--- config.mk ---
export PLATFORM = sky130hd
export DESIGN_NAME = vsweep_seq
export DESIGN_NICKNAME = d
export VERILOG_FILES = /design/src/rtl/vsweep_pkg.sv /design/src/rtl/vsweep_tick.sv /design/src/rtl/vsweep_stage_ctr.sv /design/src/rtl/vsweep_seq.sv
export SDC_FILE = /design/constraint.sdc
export NUM_CORES = 1
export LEC_CHECK = 0
export BUFFER_PORTS_ARGS = -buffer_cell sky130_fd_sc_hd__buf_2
export CORE_ASPECT_RATIO = 1.2
export CORE_MARGIN = 1
export CORE_UTILIZATION = 50
export CTS_BUF_LIST = sky130_fd_sc_hd__clkbuf_16
export DETAILED_ROUTE_END_ITERATION = 10
export PLACE_DENSITY = 0.71
export RECOVER_POWER = 25
export SLEW_MARGIN = 25
export SYNTH_ARGS = -nofsm -noshare
export SYNTH_HDL_FRONTEND = slang
export SYNTH_SLANG_ARGS = --single-unit
--- constraint.sdc ---
create_clock -name clk_i -period 1.83 [get_ports clk_i]
set_clock_uncertainty 0.1 [all_clocks]
set_input_delay 0.366 -clock clk_i [delete_from_list [all_inputs] [get_ports clk_i]]
set_output_delay 0.366 -clock clk_i [all_outputs]
set_load 0.05 [all_outputs]
--- src/rtl/vsweep_pkg.sv ---
package vsweep_pkg;

    typedef logic [3:0] phase_t;

    localparam phase_t PH_IDLE  = 4'b0000;
    localparam phase_t PH_FIRST = 4'b1001;

    // Two adjacent phases high, rotated left by one position per quarter-step
    function automatic phase_t quarter_pattern(input logic [1:0] q);
        logic [7:0] w;
        w = {PH_FIRST, PH_FIRST} << q;
        return w[7:4];
    endfunction

endpackage

--- src/rtl/vsweep_tick.sv ---
module vsweep_tick #(
    parameter int QUARTER = 20
) (
    input  logic clk_i,
    input  logic rst_ni,
    input  logic clear_i,
    input  logic run_i,
    output logic wrap_o
);
    localparam int TICK_W = $clog2(QUARTER + 1);
    localparam logic [TICK_W-1:0] LAST = TICK_W'(QUARTER - 1);

    typedef struct packed {
        logic [TICK_W-1:0] cnt;
    } tick_s;

    tick_s cur_q, nxt_d;

    always_comb begin
        nxt_d  = cur_q;
        wrap_o = run_i && (cur_q.cnt == LAST);
        if (clear_i) begin
            nxt_d.cnt = '0;
        end else if (run_i) begin
            nxt_d.cnt = wrap_o ? '0 : cur_q.cnt + 1'b1;
        end
    end

    always_ff @(posedge clk_i or negedge rst_ni) begin
        if (!rst_ni) cur_q <= '0;
        else         cur_q <= nxt_d;
    end
endmodule

--- src/rtl/vsweep_stage_ctr.sv ---
module vsweep_stage_ctr #(
    parameter int N_LONG  = 1368,
    parameter int N_SHORT = 684
) (
    input  logic       clk_i,
    input  logic       rst_ni,
    input  logic       clear_i,
    input  logic       long_i,
    input  logic       step_i,
    output logic [1:0] qidx_o,
    output logic       last_o
);
    localparam int STAGE_W = $clog2(N_LONG + 1);
    localparam logic [STAGE_W-1:0] LIM_LONG  = STAGE_W'(N_LONG - 1);
    localparam logic [STAGE_W-1:0] LIM_SHORT = STAGE_W'(N_SHORT - 1);

    typedef struct packed {
        logic [1:0]         qidx;
        logic [STAGE_W-1:0] stage;
        logic               long_sel;
    } ctr_s;

    ctr_s cur_q, nxt_d;
    logic [STAGE_W-1:0] limit;

    always_comb begin
        nxt_d  = cur_q;
        last_o = 1'b0;
        limit  = cur_q.long_sel ? LIM_LONG : LIM_SHORT;
        if (clear_i) begin
            nxt_d.qidx     = 2'd0;
            nxt_d.stage    = '0;
            nxt_d.long_sel = long_i;
        end else if (step_i) begin
            nxt_d.qidx = cur_q.qidx + 2'd1;
            if (cur_q.qidx == 2'd3) begin
                if (cur_q.stage == limit) begin
                    last_o      = 1'b1;
                    nxt_d.stage = '0;
                end else begin
                    nxt_d.stage = cur_q.stage + 1'b1;
                end
            end
        end
    end

    assign qidx_o = cur_q.qidx;

    always_ff @(posedge clk_i or negedge rst_ni) begin
        if (!rst_ni) cur_q <= '0;
        else         cur_q <= nxt_d;
    end
endmodule

--- src/rtl/vsweep_seq.sv ---
module vsweep_seq
    import vsweep_pkg::*;
#(
    parameter int N_LONG  = 1368,
    parameter int N_SHORT = 684,
    parameter int QUARTER = 20
) (
    input  logic       clk_i,
    input  logic       rst_ni,
    input  logic       start_i,
    input  logic       long_sel_i,
    output logic [3:0] vphase_o,
    output logic       busy_o,
    output logic       done_o
);
    typedef struct packed {
        logic   busy;
        logic   done;
        phase_t phase;
    } seq_s;

    seq_s cur_q, nxt_d;
    logic accept, step, finish;
    logic [1:0] qidx;

    assign accept = start_i && !cur_q.busy;

    vsweep_tick #(.QUARTER(QUARTER)) u_tick (
        .clk_i   (clk_i),
        .rst_ni  (rst_ni),
        .clear_i (accept),
        .run_i   (cur_q.busy),
        .wrap_o  (step)
    );

    vsweep_stage_ctr #(.N_LONG(N_LONG), .N_SHORT(N_SHORT)) u_stage (
        .clk_i   (clk_i),
        .rst_ni  (rst_ni),
        .clear_i (accept),
        .long_i  (long_sel_i),
        .step_i  (step),
        .qidx_o  (qidx),
        .last_o  (finish)
    );

    always_comb begin
        nxt_d      = cur_q;
        nxt_d.done = 1'b0;
        if (accept) begin
            nxt_d.busy  = 1'b1;
            nxt_d.phase = PH_FIRST;
        end else if (finish) begin
            nxt_d.busy  = 1'b0;
            nxt_d.done  = 1'b1;
            nxt_d.phase = PH_IDLE;
        end else if (step) begin
            nxt_d.phase = quarter_pattern(qidx + 2'd1);
        end
    end

    always_ff @(posedge clk_i or negedge rst_ni) begin
        if (!rst_ni) cur_q <= '0;
        else         cur_q <= nxt_d;
    end

    assign vphase_o = cur_q.phase;
    assign busy_o   = cur_q.busy;
    assign done_o   = cur_q.done;
endmodule

Yosys cells after proc, flatten, opt, wreduce, memory -nomap -nowiden:

Index checks and enable logic that the tools add are counted.

* RAM bits: 0
* bits in read-only memories: 0
* memories kept: 0
* latch bits: 0
* logic and storage cells: 41
* bits in registers: 25
* output and inout bits: 6
* input port bits: 4

* multiply operators: 0
* shift operators: 1
* $lt $le $gt $ge: 0
* multiplexer cells: 18
* reduce and logical (&&, ||, !) cells: 9
* add/subtract/negate cells: 3
* eq/ne operators: 3
* bitwise operators: 0
* div/mod/pow operators: 0

Operator list (count)
* 11-bit two-way mux: 3
* 13-bit two-way mux: 2
* 5-bit two-way mux: 3
* 4-bit two-way mux: 3
* 11-bit by 1-bit adder with 11-bit output (second input constant): 1
* 11-bit equality test: 1
* 2-bit nonzero test: 4
* 8-bit by 2-bit << shifter with 8-bit output (first input constant): 1
* 1-bit two-way mux: 6
* 5-bit by 1-bit adder with 5-bit output (second input constant): 1
* 5-bit equality test (second input constant): 1
* 3-bit nonzero test: 1
* 2-bit by 1-bit adder with 2-bit output (second input constant): 1
* 2-bit equality test (second input constant): 1
* 1-bit logical AND: 2
* 2-bit two-way mux: 1
* 2-bit AND reduction: 1
* 1-bit logical NOT: 1

Logic depth before layout (Yosys ltp):

Gate-level depths: netlist of run 1.

* depth after elaboration: 8
* depth in mapped cells: 5

Cells and area by module:

A second synthesis of run 1 with hierarchy kept.

* cell total of the unflattened synthesis: 127
* area total of the unflattened synthesis: 1333.8 µm²

By module, submodules not included
* vsweep_stage_ctr: sequential area each 350.3 µm², area each 804.5 µm², times used 1, cells each 80
* vsweep_tick: sequential area each 125.1 µm², area each 269.0 µm², times used 1, cells each 25
* vsweep_seq: sequential area each 150.1 µm², area each 260.2 µm², times used 1, cells each 22

Worst setup path after synthesis of run 1:

Ideal clock, no wire load.

* path type: reg-to-reg
* from: register cur_q, in the netlist busy_o
* to: register u_stage.cur_q[9] (netlist name)
* data required time: 1.643 ns
* data arrival time: 1.652 ns
* library setup time: 0.087 ns
* stages on the path, launching flop included: 5
* path slack: -0.008 ns
* period minus slack after synthesis: 1.838 ns
* path through: dfrtp_1 > and4b_2 > nand2_4 > or4_1 > o211ai_1

* word-level cells in the longest chain between the ends: 4
* elaborated cells between the ends (all ways): 7

Ends and longest elaborated chain
* start, declared: line vsweep_seq.sv:22 `seq_s cur_q, nxt_d;`
* start signal, assigned: line vsweep_seq.sv:63 `else cur_q <= nxt_d;`
* 1-bit logical NOT: line vsweep_seq.sv:26 `assign accept = start_i && !cur_q.busy;`
* 1-bit logical AND: line vsweep_seq.sv:26
* 2-bit nonzero test (no line)
* 2-bit AND reduction (no line)
* end signal, assigned: line vsweep_stage_ctr.sv:51 `else cur_q <= nxt_d;`
* end, declared: line vsweep_stage_ctr.sv:23 `ctr_s cur_q, nxt_d;`

Parallel ways exist; a longest one is shown, timed or not.
A chain may end at the register's enable or synchronous reset.

Worst setup path in the final report of run 1:

* from: register u_stage.cur_q[11] (netlist name)
* to: register u_stage.cur_q[5] (netlist name)

* word-level cells in the longest chain between the ends: 5

Ends and longest elaborated chain
* 11-bit equality test: line vsweep_stage_ctr.sv:37 `if (cur_q.stage == limit) begin`
* 11-bit two-way mux: line vsweep_stage_ctr.sv:37
* 11-bit two-way mux: line vsweep_stage_ctr.sv:36 `if (cur_q.qidx == 2'd3) begin`
* 13-bit two-way mux: line vsweep_stage_ctr.sv:34 `end else if (step_i) begin`
* 13-bit two-way mux: line vsweep_stage_ctr.sv:30 `if (clear_i) begin`

No other way between the ends. The select of a mux whose other input is x is not followed.

==> results of run 1 <==
==> final cells by class <==
type / instances / area share
Timing Repair Buffer: 20 / 0.0775
Inverter: 8 / 0.0184
Multi-Input combinational cell: 113 / 0.446
Tap cell: 33 / 0.0253
Sequential cell: 25 / 0.384
Clock inverter: 1 / 0.00307
Clock buffer: 3 / 0.0460
==> layer usage <==
layer | wire [µm] | vias up
met2 | 1590 | 37
met5 | 0 | -
met4 | 89 | 0
li1 | - | 598
met1 | 1280 | 613
met3 | 102 | 9
==> worst min-delay path, delay by kind of cell <==
| kind | cells | cell delay (ps) |
|---|---|---|
| buffers and inverters | 1 | 80 |
| and+or+nand+nor | 2 | 90 |
==> synthesized netlist by cell type (2+ instances only) <==
cell and n:
nand4_1 2, or4_1 2, clkbuf_1 2, nand3b_1 2
inv_1 8, nand2b_1 3, or3_1 2, nand4b_1 3
o31ai_1 5, nand2_1 21, buf_2 2, xnor2_1 2
dfrtp_1 25, nor2_1 5, nand3_1 11, o22ai_1 2
a22oi_1 2, nor3_1 6, ha_1 3, a21oi_1 8
o21ai_0 8, a22o_1 2, o211ai_1 6
==> where the power goes <==
group,switching [W],internal [W],leakage [nW]
clock,0.000193,0.000295,0.0409
sequential,0.000163,0.000719,0.267
combinational,0.000580,0.000430,0.458
total,0.000937,0.00144,0.766
==> kinds of logic after synthesis <==
group | share of synthesized area
AND/OR/NAND/NOR | 0.277
multiplexers | 0.00817
AO/OA/AOI/OAI | 0.186
buffers and inverters | 0.0345
XOR/XNOR | 0.0127
flip-flops | 0.454
adder cells (fa/ha/maj) | 0.0273
==> stage by stage <==
stage	worst slack (ps)	hold slack, ps	cells	util	total power (W)
2_1_floorplan	114	-29.6	150	-	0.00159
3_3_place_gp	78.7	278	195	0.582	0.00180
3_5_place_dp	20.8	293	195	0.582	0.00183
4_1_cts	0.574	10.2	199	0.613	0.00232
5_1_grt	11.8	211	203	0.633	0.00255
6_report	90.2	202	203	0.633	0.00238
==> state kept, by name (all words and copies together), names as in the netlist <==
| register | cells |
|---|---|
| u_tick.cur_q | 5 |
| done_o | 1 |
| busy_o | 1 |
| u_stage.cur_q | 12 |
| u_stage.qidx_o | 2 |
| vphase_o | 4 |
==> timing repair <==
item | 4_1_cts | 5_1_grt
buffers inserted | 0 | 4
endpoints found under the hold margin | 0 | 0
endpoints found under the setup margin | 0 | 4
resized for setup | 0 | 4
==> path summary, 6_finish.rpt <==
| path | slack (ps) | cells after the start | end |
|---|---|---|---|
| min | 200 | 3 | u_stage.cur_q[0] |
| min in group asynchronous | 290 | 1 | u_stage.cur_q[9] |
| min reg2reg | 420 | 2 | u_stage.qidx_o[1] |
| max | 90 | 4 | u_stage.cur_q[5] |
| max in group asynchronous | 460 | 1 | busy_o |
| max reg2reg | 90 | 4 | u_stage.cur_q[5] |
==> impl_metrics.json, run 1 <==
{
  "rows": 20,
  "synthFlopType": "dfrtp_1",
  "grt_usage": 0.230,
  "timing.fmax_ghz": 0.575,
  "num_antenna_cells": 0,
  "syn_area_per_cell_um2": 9.18,
  "dpl_cell_area_mm2": 0.00150,
  "startpoint": "u_stage.cur_q[11]",
  "crit_chain": "nor4b_1 -> o2111ai_2 -> nor2_4 -> o21ai_0",
  "cts.htree.levels": 1,
  "finish.instance_area_mm2": 0.00163,
  "yosysUniqueCellTypes": 41,
  "drc_errors": 0,
  "max_cap_viol_count": 0,
  "outcome": "finished clean",
  "use_met1": 0.259,
  "drt-initial-drc-count": 34,
  "fillers": 230,
  "required_ps": 1830,
  "cp_data_arrival_time_ps": 1740,
  "fin_setup_tns_ps": 0,
  "die_height_um": 59.5,
  "synthTopCellsByArea": "dfrtp_1, nand2_1, nand3_1",
  "vias": 1257,
  "clk_latency_ps": 260,
  "power.density_mw_per_mm2": 1460,
  "cts_buffer_depth": 2,
  "grt.overflow.total": 0,
  "fin_nets": 178,
  "fp.dieArea_mm2": 0.00297,
  "peakVddDrop_v": 0.00116,
  "reg2reg_from": "u_stage.cur_q[11]",
  "clock_sinks": 25,
  "hp-start": "long_sel_i",
  "met3_usage": 0.0333,
  "critical_path.endpoint_type": "flip-flop",
  "power_leakage_nw": 0.766,
  "tightest_slew_ps": 1330,
  "syn-cell-area_mm2": 0.00138,
  "core_area_mm2": 0.00258,
  "cts_root_buf": "clkbuf_16",
  "ios": 10,
  "setup-violations-final": 0,
  "clkTransAtPathRegs_ps": 60,
  "synth_top_area_share": 0.454,
  "numCtsBuffers": 3,
  "gp_congestion": 0.829,
  "synth_nets": 157,
  "die_width_um": 49.9,
  "synthToLayoutAreaGrowth_pct": 18.4,
  "cp_max_fo": 6,
  "wl_um": 3060,
  "port_buffers": 9,
  "syn_inst": 150,
  "use_met2": 0.409,
  "relSlewSlack": 0.111,
  "cts_tree": "done",
  "seqCellArea_um2": 627,
  "rsz0062_at_grt": "no",
  "finalHoldViolations": 0,
  "async_reset_ff_frac": 1.00,
  "drive_above_1_share": 0.200,
  "avgRoutedWirePerCell_um": 15.1,
  "grt_first_pass_wirelength_um": 5150,
  "ys_seq_area_frac": 0.454,
  "crit_type": "flip-flop to flip-flop",
  "ys_ff_latch": 25,
  "post-route-min-period_ps": 1740,
  "grt_max_degree": 26,
  "start_util": 0.534,
  "slew_violations": 0,
  "finalCritPeriodShare": 0.951,
  "layout_commonest_cell": "dfrtp_1",
  "slowest_delay_ps": 420,
  "synth_area_leader_cell": "dfrtp_1",
  "grt_pass1_vias": 1152,
  "dr.pass1.iters": 6,
  "top_usage_layer": "met2",
  "multi_input_area_um2": 727,
  "synth_edf_count": 0,
  "worstHoldPathType": "input port to flip-flop",
  "path_buf_inv": 0,
  "antenna_left": 0,
  "worstSetupStartpointType": "flip-flop",
  "critical-path-top-delay-family": "simple AND/OR/NAND/NOR gates",
  "cts.hold.buffers_added": 0,
  "ys_warn_count": 0,
  "hpwl_um": 2220,
  "crit_slowest_cell": "dfrtp_1",
  "antenna_found_initial": 0,
  "most-common-layout-cells": "dfrtp_1, nand2_1, buf_4",
  "viasPerCell": 6.19
}
(Power assumes the default switching activity.)
==> run 2: changes to the inputs <==
- GPL_TIMING_DRIVEN: default -> 0
==> run 2 against run 1 <==
Net effect: register-to-register slack got worse by 40 ps; cell area decreased by 2.1%; sequential power about the same; worst setup slack got worse by 38 ps; combinational power about the same; sequential share of layout area increased by 0.81 points; clock-buffer cell count unchanged.
==> impl_metrics.json, run 2 (same netlist as run 1, synthesis figures left out) <==
{
  "tightest_slew_ps": 1310,
  "setup-violations-final": 0,
  "grt_pass1_vias": 1115,
  "finalPower_w": 0.00236,
  "cts_root_buf": "clkbuf_16",
  "timing.rr.end": "u_stage.cur_q[9]",
  "p_sw_frac": 0.399,
  "worstSetupStartpointType": "flip-flop",
  "timing.fmax_ghz": 0.563,
  "num_antenna_cells": 0,
  "dr.pass1.iters": 4,
  "port_buffers": 9,
  "power.density_mw_per_mm2": 1480,
  "r2r_setup_slack_ps": 50,
  "drt-initial-drc-count": 34,
  "fin_nets": 175,
  "p_switching_w": 0.000941,
  "crit_slowest_cell": "or4_1",
  "layout_commonest_cell": "dfrtp_1",
  "p_int_w": 0.00142,
  "finalHoldViolations": 0,
  "fillers": 220,
  "max_cap_viol_count": 0,
  "grt_first_pass_wirelength_um": 5050,
  "path_buf_inv": 0,
  "crit_type": "flip-flop to flip-flop",
  "cts.hold.buffers_added": 0,
  "min_to": "u_stage.cur_q[0]",
  "most-common-layout-cells": "dfrtp_1, nand2_1, buf_2, nand3_1",
  "p_comb_frac": 0.418,
  "core_area_mm2": 0.00258,
  "clock_sinks": 25,
  "cp_data_arrival_time_ps": 1860,
  "peakVddDrop_v": 0.000920,
  "antenna_left": 0,
  "clk_latency_ps": 260,
  "required_ps": 1910,
  "r2r_cells": 5,
  "seqPwrFrac": 0.372,
  "numCtsBuffers": 3,
  "cts.htree.levels": 1,
  "cts_tree": "done",
  "hp-start": "long_sel_i",
  "ios": 10,
  "clkPwrFrac": 0.209,
  "die_width_um": 49.9,
  "rsz0062_at_grt": "yes",
  "die_height_um": 59.5,
  "grt_max_degree": 26,
  "clkTransAtPathRegs_ps": 70,
  "outcome": "finished clean",
  "drive_above_1_share": 0.180,
  "fp.dieArea_mm2": 0.00297,
  "slew_violations": 0,
  "cp_max_fo": 6,
  "hold_path_depth": 3,
  "relSlewSlack": 0.124,
  "grt.overflow.total": 0,
  "setup_ws_ps": 52.4,
  "multi_input_area_um2": 726,
  "reg2reg_from": "u_tick.cur_q[1]",
  "worstHoldPathType": "input port to flip-flop",
  "critical_path.endpoint_type": "flip-flop",
  "finalCritPeriodShare": 0.971,
  "gp_congestion": 0.883,
  "rows": 20,
  "antenna_found_initial": 0,
  "crit_chain": "ha_4 -> and4b_2 -> nand2_4 -> or4_1 -> o211ai_1",
  "vias": 1205,
  "hpwl_um": 2100,
  "critical-path-top-delay-family": "simple AND/OR/NAND/NOR gates",
  "largest_reg_flops": 12,
  "grt_usage": 0.231,
  "wl_um": 3020,
  "avgRoutedWirePerCell_um": 15.1,
  "synthToLayoutAreaGrowth_pct": 16.0,
  "critical_path_depth": 5,
  "drc_errors": 0,
  "regMostFlops": "u_stage.cur_q",
  "viasPerCell": 6.03,
  "start_util": 0.534,
  "slowest_delay_ps": 500,
  "pre_cts_ws_ps": -210,
  "cts_buffer_depth": 2,
  "power_leakage_nw": 0.738,
  "post-route-min-period_ps": 1780,
  "seqCellArea_um2": 627
}
[run 2: cell types whose count changed in the layout (fill, tap and decap cells not counted), sizes merged]
cell      previous run  this run
clkinvlp             0         1
clkbuf               4         6
buf                 19        14
clkinv               1         0
[run 2: cell type report]
type,count,area share
Sequential cell,25,0.392
Multi-Input combinational cell,113,0.454
Tap cell,33,0.0258
Inverter,8,0.0188
Buffer,4,0.0110
Clock buffer,3,0.0470
Timing Repair Buffer,13,0.0462
Clock inverter,1,0.00470
[run 2: through the flow]
stage / utilization / cells / TNS (ps) / cell area, µm² / hold WS, ps
floorplan: - / 150 / 0 / 1380 / -29.6
global placement: 0.568 / 192 / -1120 / 1470 / 285
detailed placement: 0.568 / 192 / -1130 / 1470 / 289
CTS: 0.609 / 198 / 0 / 1570 / 6.70
global route: 0.620 / 200 / -76.6 / 1600 / 202
finish: 0.620 / 200 / 0 / 1600 / 201
[run 2: repair_timing]
action	in CTS	in global routing
buffers inserted	2	2
gates resized for setup	2	2
pin swaps	1	5
endpoints found under the setup margin	8	8
[run 2: layer usage]
layer	vias up	routed length, µm	GRT usage
met1	594	1330	0.254
met4	0	75	0.127
met5	-	0	0
met2	13	1560	0.427
li1	591	-	-
met3	7	53	0.0308
[run 2: worst max path at each step]
stage,from,endpoint
2_1_floorplan,u_tick.cur_q[0],u_stage.cur_q[9]
3_5_place_dp,u_tick.cur_q[0],u_stage.cur_q[10]
3_3_place_gp,u_tick.cur_q[0],u_stage.cur_q[11]
5_1_grt,u_tick.cur_q[1],u_stage.cur_q[9]
4_1_cts,u_tick.cur_q[1],u_stage.cur_q[9]
6_report,u_tick.cur_q[1],u_stage.cur_q[9]
[run 2: tightest hold or removal path, cell delays in order]
cell and delay (ps):
buf_2 80, nand2_1 40, nand2_1 50
[run 2: power by group through the flow]
| stage | Clock, W | Sequential [W] | Combinational [W] |
|---|---|---|---|
| finish | 0.000494 | 0.000879 | 0.000988 |
| global route | 0.000527 | 0.000899 | 0.00110 |
| CTS | 0.000503 | 0.000861 | 0.000954 |
| detailed placement | 0 | 0.000875 | 0.000913 |
| global placement | 0 | 0.000867 | 0.000891 |
| floorplan | 0 | 0.000999 | 0.000591 |
==> run 3: changes to the inputs <==
- PLACE_DENSITY: 0.71 -> 0.72
==> run 3 against run 2 <==
Net effect: register-to-register slack better by 30 ps; worst hold slack worse by 5.0 ps; sequential share of layout area down 0.38 points; cell area up 1.2%; clock power down 0.8%; sequential cell count unchanged; non-clock buffer count down 1; critical path depth unchanged; combinational power about the same; first-iteration DRC count down 12%; critical endpoint unchanged; largest cell class unchanged.
==> impl_metrics.json, run 3 (same netlist as run 1, synthesis figures left out) <==
{
  "cts_tree": "done",
  "max_cap_viol_count": 0,
  "startpoint": "u_tick.cur_q[0]",
  "timing.rr.end": "u_stage.cur_q[9]",
  "slowest_delay_ps": 510,
  "reg2reg_from": "u_tick.cur_q[0]",
  "viasPerCell": 6.05,
  "cp_max_fo": 8,
  "gp_congestion": 0.851,
  "worst_hold_slack_ps": 196,
  "finalNonFillerCells": 199,
  "finalCritPeriodShare": 0.955,
  "rows": 20,
  "start_util": 0.534,
  "hp-start": "long_sel_i",
  "r2r_setup_slack_ps": 80,
  "cts.hold.buffers_added": 0,
  "relSlewSlack": 0.104,
  "fp.dieArea_mm2": 0.00297,
  "largest_reg_flops": 12,
  "numCtsBuffers": 3,
  "grt.overflow.total": 0,
  "min_to": "u_stage.cur_q[0]",
  "finalPower_w": 0.00240,
  "antenna_found_initial": 0,
  "worstSetupStartpointType": "flip-flop",
  "setup-violations-final": 0,
  "grt_pass1_vias": 1131,
  "tightest_slew_ps": 1340,
  "port_buffers": 9,
  "rsz0062_at_grt": "yes",
  "crit_slowest_cell": "or4_4",
  "cts_buffer_depth": 2,
  "fin_nets": 174,
  "setup_ws_ps": 82.2,
  "timing.fmax_ghz": 0.572,
  "clk_latency_ps": 260,
  "slew_violations": 0,
  "finalHoldViolations": 0,
  "drive_above_1_share": 0.199,
  "grt_usage": 0.231,
  "antenna_left": 0,
  "required_ps": 1910,
  "most-common-layout-cells": "dfrtp_1, nand2_1, buf_2, nand3_1",
  "die_height_um": 59.5,
  "placedCellCount": 192,
  "drt-initial-drc-count": 30,
  "path_buf_inv": 0,
  "hold_path_depth": 3,
  "hpwl_um": 2170,
  "synthToLayoutAreaGrowth_pct": 17.3,
  "ios": 10,
  "pre_cts_ws_ps": -190,
  "crit_chain": "ha_4 -> and4b_2 -> nand2_4 -> or4_4 -> o211ai_1",
  "wl_um": 3070,
  "outcome": "finished clean",
  "worstHoldPathType": "input port to flip-flop",
  "die_width_um": 49.9,
  "power_leakage_nw": 0.736,
  "critical-path-top-delay-family": "simple AND/OR/NAND/NOR gates",
  "power.density_mw_per_mm2": 1490,
  "fin_setup_tns_ps": 0,
  "grt_max_degree": 26,
  "fillers": 215,
  "post-route-min-period_ps": 1750,
  "peakVddDrop_v": 0.00109,
  "clock_sinks": 25,
  "regMostFlops": "u_stage.cur_q",
  "layout_commonest_cell": "dfrtp_1",
  "crit_type": "flip-flop to flip-flop",
  "dr.pass1.iters": 4,
  "drc_errors": 0,
  "cp_data_arrival_time_ps": 1830,
  "core_area_mm2": 0.00258,
  "grt_first_pass_wirelength_um": 5140,
  "vias": 1204,
  "cts.htree.levels": 1,
  "clkTransAtPathRegs_ps": 60,
  "r2r_cells": 5,
  "critical_path.endpoint_type": "flip-flop",
  "cts_root_buf": "clkbuf_16",
  "num_antenna_cells": 0,
  "avgRoutedWirePerCell_um": 15.4
}
run 3: final cells by class:
| class | count | area [µm²] | area share |
|---|---|---|---|
| timing repair buffer | 12 | 66.3 | 0.0410 |
| buffer | 4 | 17.5 | 0.0108 |
| sequential | 25 | 628 | 0.389 |
| inverter | 8 | 30.0 | 0.0186 |
| clock inverter | 1 | 7.51 | 0.00464 |
| tap | 33 | 41.3 | 0.0255 |
| clock buffer | 3 | 75.1 | 0.0464 |
| multi-input combinational | 113 | 751 | 0.464 |
run 3: power by group:
group	switching [W]	internal, W	leakage (nW)
combinational	0.000592	0.000423	0.432
clock	0.000194	0.000297	0.0371
sequential	0.000175	0.000721	0.266
total	0.000960	0.00144	0.736
run 3: worst max path at each step:
stage	slack [ps]	endpoint	depth (start not counted)
after detailed placement	-190	u_stage.cur_q[10]	5
final	80	u_stage.cur_q[9]	5
after floorplan	110	u_stage.cur_q[9]	5
after CTS	20	u_stage.cur_q[9]	5
after global placement	-190	u_stage.cur_q[11]	5
after global routing	-9	busy_o	4
run 3: worst min-delay path, stage by stage:
cell and delay (ps):
buf_2 80, nand2_1 40, nand2_1 50
run 3: timing repair:
action,4_1_cts,5_1_grt
setup buffers,1,2
setup endpoints to repair,8,5
gates resized for setup,3,7
pin swaps,2,3
run 3: stage by stage:
step                 util  area [µm²]
detailed placement  0.568        1470
floorplan               -        1380
CTS                 0.610        1570
global placement    0.568        1470
global route        0.627        1620
finish              0.627        1620
run 3: metal layers:
layer | vias to the layer above | part of all wire | global-route usage
li1 | 595 | - | -
met1 | 586 | 0.42 | 0.270
met2 | 18 | 0.54 | 0.429
met3 | 5 | 0.018 | 0.0231
met4 | 0 | 0.014 | 0.0939
met5 | - | 0 | 0
